[config.mk]
export PLATFORM = sky130hd
export DESIGN_NAME = cursor_ctl_decode
export DESIGN_NICKNAME = d
export VERILOG_FILES = /design/src/rtl/cc_pkg.sv /design/src/rtl/cc_primary_decode.sv /design/src/rtl/cc_secondary_split.sv /design/src/rtl/cc_pulse_reg.sv /design/src/rtl/cursor_ctl_decode.sv
export SDC_FILE = /design/constraint.sdc
export NUM_CORES = 1
export LEC_CHECK = 0
export CORE_UTILIZATION = 25
export DETAILED_ROUTE_END_ITERATION = 7
export RECOVER_POWER = 50
export SYNTH_ARGS = -nofsm -noshare
export SYNTH_HDL_FRONTEND = slang
export SYNTH_SLANG_ARGS = --single-unit
[constraint.sdc]
create_clock -name clk -period 4.8 [get_ports clk]
set_input_delay 1.44 -clock clk [delete_from_list [all_inputs] [get_ports clk]]
set_output_delay 1.44 -clock clk [all_outputs]
set_load 0.005 [all_outputs]
[src/rtl/cc_pkg.sv]
package cc_pkg;

    localparam int CODE_W = 7;
    typedef logic [CODE_W-1:0] cc_code_t;

    localparam cc_code_t C_BEL = 7'h07;
    localparam cc_code_t C_BS  = 7'h08;
    localparam cc_code_t C_LF  = 7'h0A;
    localparam cc_code_t C_CR  = 7'h0D;
    localparam cc_code_t C_NAK = 7'h15;
    localparam cc_code_t C_SYN = 7'h16;
    localparam cc_code_t C_CAN = 7'h18;
    localparam cc_code_t C_EM  = 7'h19;
    localparam cc_code_t C_SUB = 7'h1A;

    // Eight primary classes; alarm, line clear and full clear share PC_SHARED.
    typedef enum logic [2:0] {
        PC_NONE,
        PC_XDEC,
        PC_YINC,
        PC_RET,
        PC_XINC,
        PC_HOME,
        PC_YDEC,
        PC_SHARED
    } cc_class_e;

    typedef struct packed {
        logic bell;
        logic x_dec;
        logic x_inc;
        logic y_inc;
        logic y_dec;
        logic x_home;
        logic line_clr;
        logic clear_all;
        logic home;
    } cc_act_t;

    localparam int ACT_W = $bits(cc_act_t);

    function automatic cc_class_e cc_classify(input cc_code_t c);
        cc_class_e k;
        case (c)
            C_BS:                k = PC_XDEC;
            C_LF:                k = PC_YINC;
            C_CR:                k = PC_RET;
            C_NAK:               k = PC_XINC;
            C_EM:                k = PC_HOME;
            C_SUB:               k = PC_YDEC;
            C_BEL, C_SYN, C_CAN: k = PC_SHARED;
            default:             k = PC_NONE;
        endcase
        return k;
    endfunction

endpackage

[src/rtl/cc_primary_decode.sv]
module cc_primary_decode
    import cc_pkg::*;
(
    input  logic      en,
    input  cc_code_t  code,
    output cc_class_e cls
);

    always_comb begin
        if (en) cls = cc_classify(code);
        else    cls = PC_NONE;
    end

endmodule

[src/rtl/cc_secondary_split.sv]
module cc_secondary_split
    import cc_pkg::*;
(
    input  cc_class_e cls,
    input  cc_code_t  code,
    input  logic      auto_lf,
    output cc_act_t   act
);

    // Within the shared class: bit 4 low means alarm; otherwise bit 3 picks
    // full clear (set) or line clear (clear).
    logic shared_hit;
    assign shared_hit = (cls == PC_SHARED);

    always_comb begin
        act           = '0;
        act.bell      = shared_hit && !code[4];
        act.clear_all = shared_hit &&  code[4] &&  code[3];
        act.line_clr  = shared_hit &&  code[4] && !code[3];
        act.x_dec     = (cls == PC_XDEC);
        act.x_inc     = (cls == PC_XINC);
        act.y_dec     = (cls == PC_YDEC);
        act.home      = (cls == PC_HOME);
        act.x_home    = (cls == PC_RET);
        act.y_inc     = (cls == PC_YINC) || ((cls == PC_RET) && auto_lf);
    end

endmodule

[src/rtl/cc_pulse_reg.sv]
module cc_pulse_reg #(
    parameter int W = 9
) (
    input  logic         clk,
    input  logic         rst,
    input  logic [W-1:0] d,
    output logic [W-1:0] q
);

    for (genvar i = 0; i < W; i++) begin : g_bit
        always_ff @(posedge clk) begin
            if (rst) q[i] <= 1'b0;
            else     q[i] <= d[i];
        end
    end

endmodule

[src/rtl/cursor_ctl_decode.sv]
module cursor_ctl_decode
    import cc_pkg::*;
(
    input  logic       clk,
    input  logic       rst,
    input  logic       dec_en,
    input  logic [6:0] code,
    input  logic       auto_lf,
    output logic       bell,
    output logic       x_dec,
    output logic       x_inc,
    output logic       y_inc,
    output logic       y_dec,
    output logic       x_home,
    output logic       line_clr,
    output logic       clear_all,
    output logic       home
);

    cc_class_e cls;
    cc_act_t   act_d;
    cc_act_t   act_q;
    logic [ACT_W-1:0] act_bits;

    cc_primary_decode u_pri (
        .en   (dec_en),
        .code (code),
        .cls  (cls)
    );

    cc_secondary_split u_sec (
        .cls     (cls),
        .code    (code),
        .auto_lf (auto_lf),
        .act     (act_d)
    );

    cc_pulse_reg #(.W(ACT_W)) u_reg (
        .clk (clk),
        .rst (rst),
        .d   (act_d),
        .q   (act_bits)
    );

    assign act_q     = cc_act_t'(act_bits);
    assign bell      = act_q.bell;
    assign x_dec     = act_q.x_dec;
    assign x_inc     = act_q.x_inc;
    assign y_inc     = act_q.y_inc;
    assign y_dec     = act_q.y_dec;
    assign x_home    = act_q.x_home;
    assign line_clr  = act_q.line_clr;
    assign clear_all = act_q.clear_all;
    assign home      = act_q.home;

    a_r1_quiet_when_off: assert property (@(posedge clk) disable iff (rst)
        !dec_en |=> (act_bits == '0));

    a_r2_reset_clears: assert property (@(posedge clk)
        rst |=> (act_bits == '0));

    a_r5_return_pairs: assert property (@(posedge clk) disable iff (rst)
        (dec_en && code == C_CR && auto_lf) |=> (x_home && y_inc));

    a_r7_pair_needs_mode: assert property (@(posedge clk) disable iff (rst)
        (x_home && y_inc) |-> $past(auto_lf));

    a_r8_upper_bits_reject: assert property (@(posedge clk) disable iff (rst)
        (dec_en && code[6:5] != 2'b00) |=> (act_bits == '0));

    a_r9_one_action: assert property (@(posedge clk) disable iff (rst)
        ($countones(act_bits) <= 1) ||
        ($countones(act_bits) == 2 && x_home && y_inc));

endmodule

==> flow_summary.yaml <==
status:
  status: "finished clean"
clock_network:
  clock_tree.root_cell: "clkbuf_4"
  clkSinkCount: 9
  htreeDepth: 1
  cts_made_buffers: 3
  cts_resized: 0
  clkTransAtPathRegs_ns: 0.06
  cts_hold_buffers: 0
  cts_setup_buffers: 0
  cts_tree: "built"
  clockBufferDepth: 2
setup_path:
  cp_top_family: "buffers and inverters"
  endpoint_kind: "flop"
  critPathMaxFanout: 8
  critical_path_class: "in -> reg"
  worstPathCellList: "clkdlybuf4s50_1 > inv_1 > ha_1 > mux2_1 > a21oi_2 > a221o_1 > nor3b_1"
  cp-start-kind: "input port"
  cp.arrival_ns: 3.27
  crit_buf_inv: 2
  critPathMaxStageDelay_ns: 0.53
  crit_path_top_delay_cell: "clkdlybuf4s50_1"
  critPathRequiredTime_ns: 4.96
floorplanning:
  die_h_um: 44.74
  die_area_um2: 2002
  ios: 20
  rows: 15
  fp.dieW_um: 44.74
  start_util: 0.2645
  core-area_um2: 1727
pwr:
  power.internal_uw: 120.2
  vdd_drop_max_mv: 0.05626
  p_sw_frac: 0.2118
  p_clk_frac: 0.349
  combPwrFrac: 0.158
  p_seq_frac: 0.494
  powerDensity_nw_per_um2: 216.5
  p_switching_uw: 32.30
  p_leak_nw: 0.3077
synth:
  synth_fp_nets: 63
  synth_area_um2: 456.7
  ys_warn_count: 0
  yosysUniqueCellTypes: 18
  syn_area_per_cell_um2: 9.717
  synthCells: 47
  ys_ff_latch: 9
  ys_seq_area_frac: 0.3945
route:
  routed.top_layer: "met4"
  num_vias: 415
  wl_um: 862
  route.met3.wl_um: 49
  drc: 0
  wl_met2_um: 423
  ant_nets: 0
  drt-initial-drc-count: 11
  drt_pass1_iterations: 4
  met1Wirelength_um: 385
  vias_per_cell: 4.368
  drt-wirelength-per-cell_um: 9.074
global_route:
  grt_pass1_vias: 328
  grt_max_degree: 9
  grtUsageTotal: 0.08939
  grt_pass1_wl_um: 1311
  antenna_found_initial: 0
  grt.overflow.total: 0
placed_design:
  hpwl_um: 693.9
  port_buffers: 19
  gp_congestion: 0.7777
worst_hold_path:
  holdPathStages: 2
  hold_class: "in -> reg"
  holdCritStartpoint: "auto_lf"
  worstHoldEndpoint: "u_reg.q[5]"
sta:
  worst_slew_margin_rel: 0.6771
  rsz0062_at_grt: "false"
  tns_ns: 0
  maxSlewViolCount: 0
  fin_crit_sh: 0.6471
  layout_min_cycle_time_ns: 3.106
  fmax_mhz: 321.9
  hold_violations: 0
  tightest_slew_ns: 0.4844
  finalSetupViolCount: 0
layout:
  diodes: 0
  area_growth_pct: 54.25
  largest_register: "u_reg.q"
  reg_top3: "u_reg.q (9)"
  largest_reg_flops: 9
  drive_gt1_frac: 0.05714
  fin_nets: 87
  fin_util: 0.4080
job:
  drv_cap: 0
placed cells by master (no fill, tap or decap), types with 2 or more instances in the layout:
cell type,n
clkdlybuf4s50_1,10
a221o_1,3
ha_1,5
clkbuf_4,3
dlygate4sd3_1,9
inv_1,4
nor4_1,2
nor3b_1,4
a21oi_1,3
nand2_1,5
dfxtp_1,9
nand3b_1,2
and2b_1,2
cell usage after synthesis, drive strengths merged:
cell type,count,share of area
nand2b,1,0.014
a21oi,4,0.052
or3b,1,0.019
nor3,1,0.011
nand2,5,0.041
nor3b,4,0.066
a221o,3,0.066
o211a,1,0.022
nor4,2,0.027
a221oi,1,0.019
and2b,2,0.033
nand3b,2,0.033
inv,4,0.033
mux2,1,0.025
dfxtp,9,0.39
nor2,1,0.0082
ha,5,0.14
power by group through the flow:
stage	Combinational (mW)	Clock (mW)	Sequential, mW
after global routing	0.0263	0.0595	0.0752
after CTS	0.0243	0.0550	0.0753
after floorplan	0.0107	0	0.0770
after global placement	0.0237	0	0.0769
after detailed placement	0.0241	0	0.0769
final	0.0240	0.0532	0.0753
cell families after synthesis:
| kind of cell | after synthesis | synth area share |
|---|---|---|
| AOI/OAI and AO/OA | 9 | 0.1589 |
| DFF | 9 | 0.3945 |
| and+or+nand+nor | 19 | 0.2520 |
| muxes | 1 | 0.02466 |
| adders and majority gates | 5 | 0.1370 |
| buffers and inverters | 4 | 0.03287 |
worst max path at each step:
| stage | start | to | slack, ns | depth (start not counted) |
|---|---|---|---|---|
| after floorplan | code[1] | u_reg.q[4] | 2.18 | 6 |
| after global placement | code[1] | u_reg.q[6] | 1.51 | 7 |
| after detailed placement | code[1] | u_reg.q[6] | 1.46 | 7 |
| after CTS | code[1] | u_reg.q[6] | 1.70 | 7 |
| after global routing | code[1] | u_reg.q[6] | 1.57 | 7 |
| final | code[1] | u_reg.q[6] | 1.69 | 7 |
per-layer routing:
layer | global-route usage | vias up
li1 | - | 220
met1 | 0.09337 | 178
met2 | 0.1676 | 15
met3 | 0.02400 | 2
met4 | 0.03636 | 0
met5 | 0 | -
layout make-up:
| cell class | count | area (um2) |
|---|---|---|
| sequential | 9 | 180.2 |
| inverter | 4 | 15.01 |
| clock buffer | 4 | 26.28 |
| timing repair buffer | 19 | 190.2 |
| multi-input combinational | 34 | 261.5 |
| fill | 183 | 1022 |
| tap | 25 | 31.28 |
per-stage QoR:
step / worst slack, ns / hold WS (ns) / power [mW] / instance area (um2) / cells
after floorplan: 2.179 / 1.512 / 0.08765 / 456.7 / 47
after detailed placement: 1.459 / 2.080 / 0.1010 / 678.2 / 91
after global placement: 1.514 / 2.087 / 0.1006 / 678.2 / 91
after CTS: 1.704 / 1.829 / 0.1545 / 704.4 / 95
final: 1.694 / 1.832 / 0.1525 / 704.4 / 95
after global routing: 1.571 / 1.845 / 0.1610 / 704.4 / 95
No activity file was read; power rests on OpenSTA's default activity.
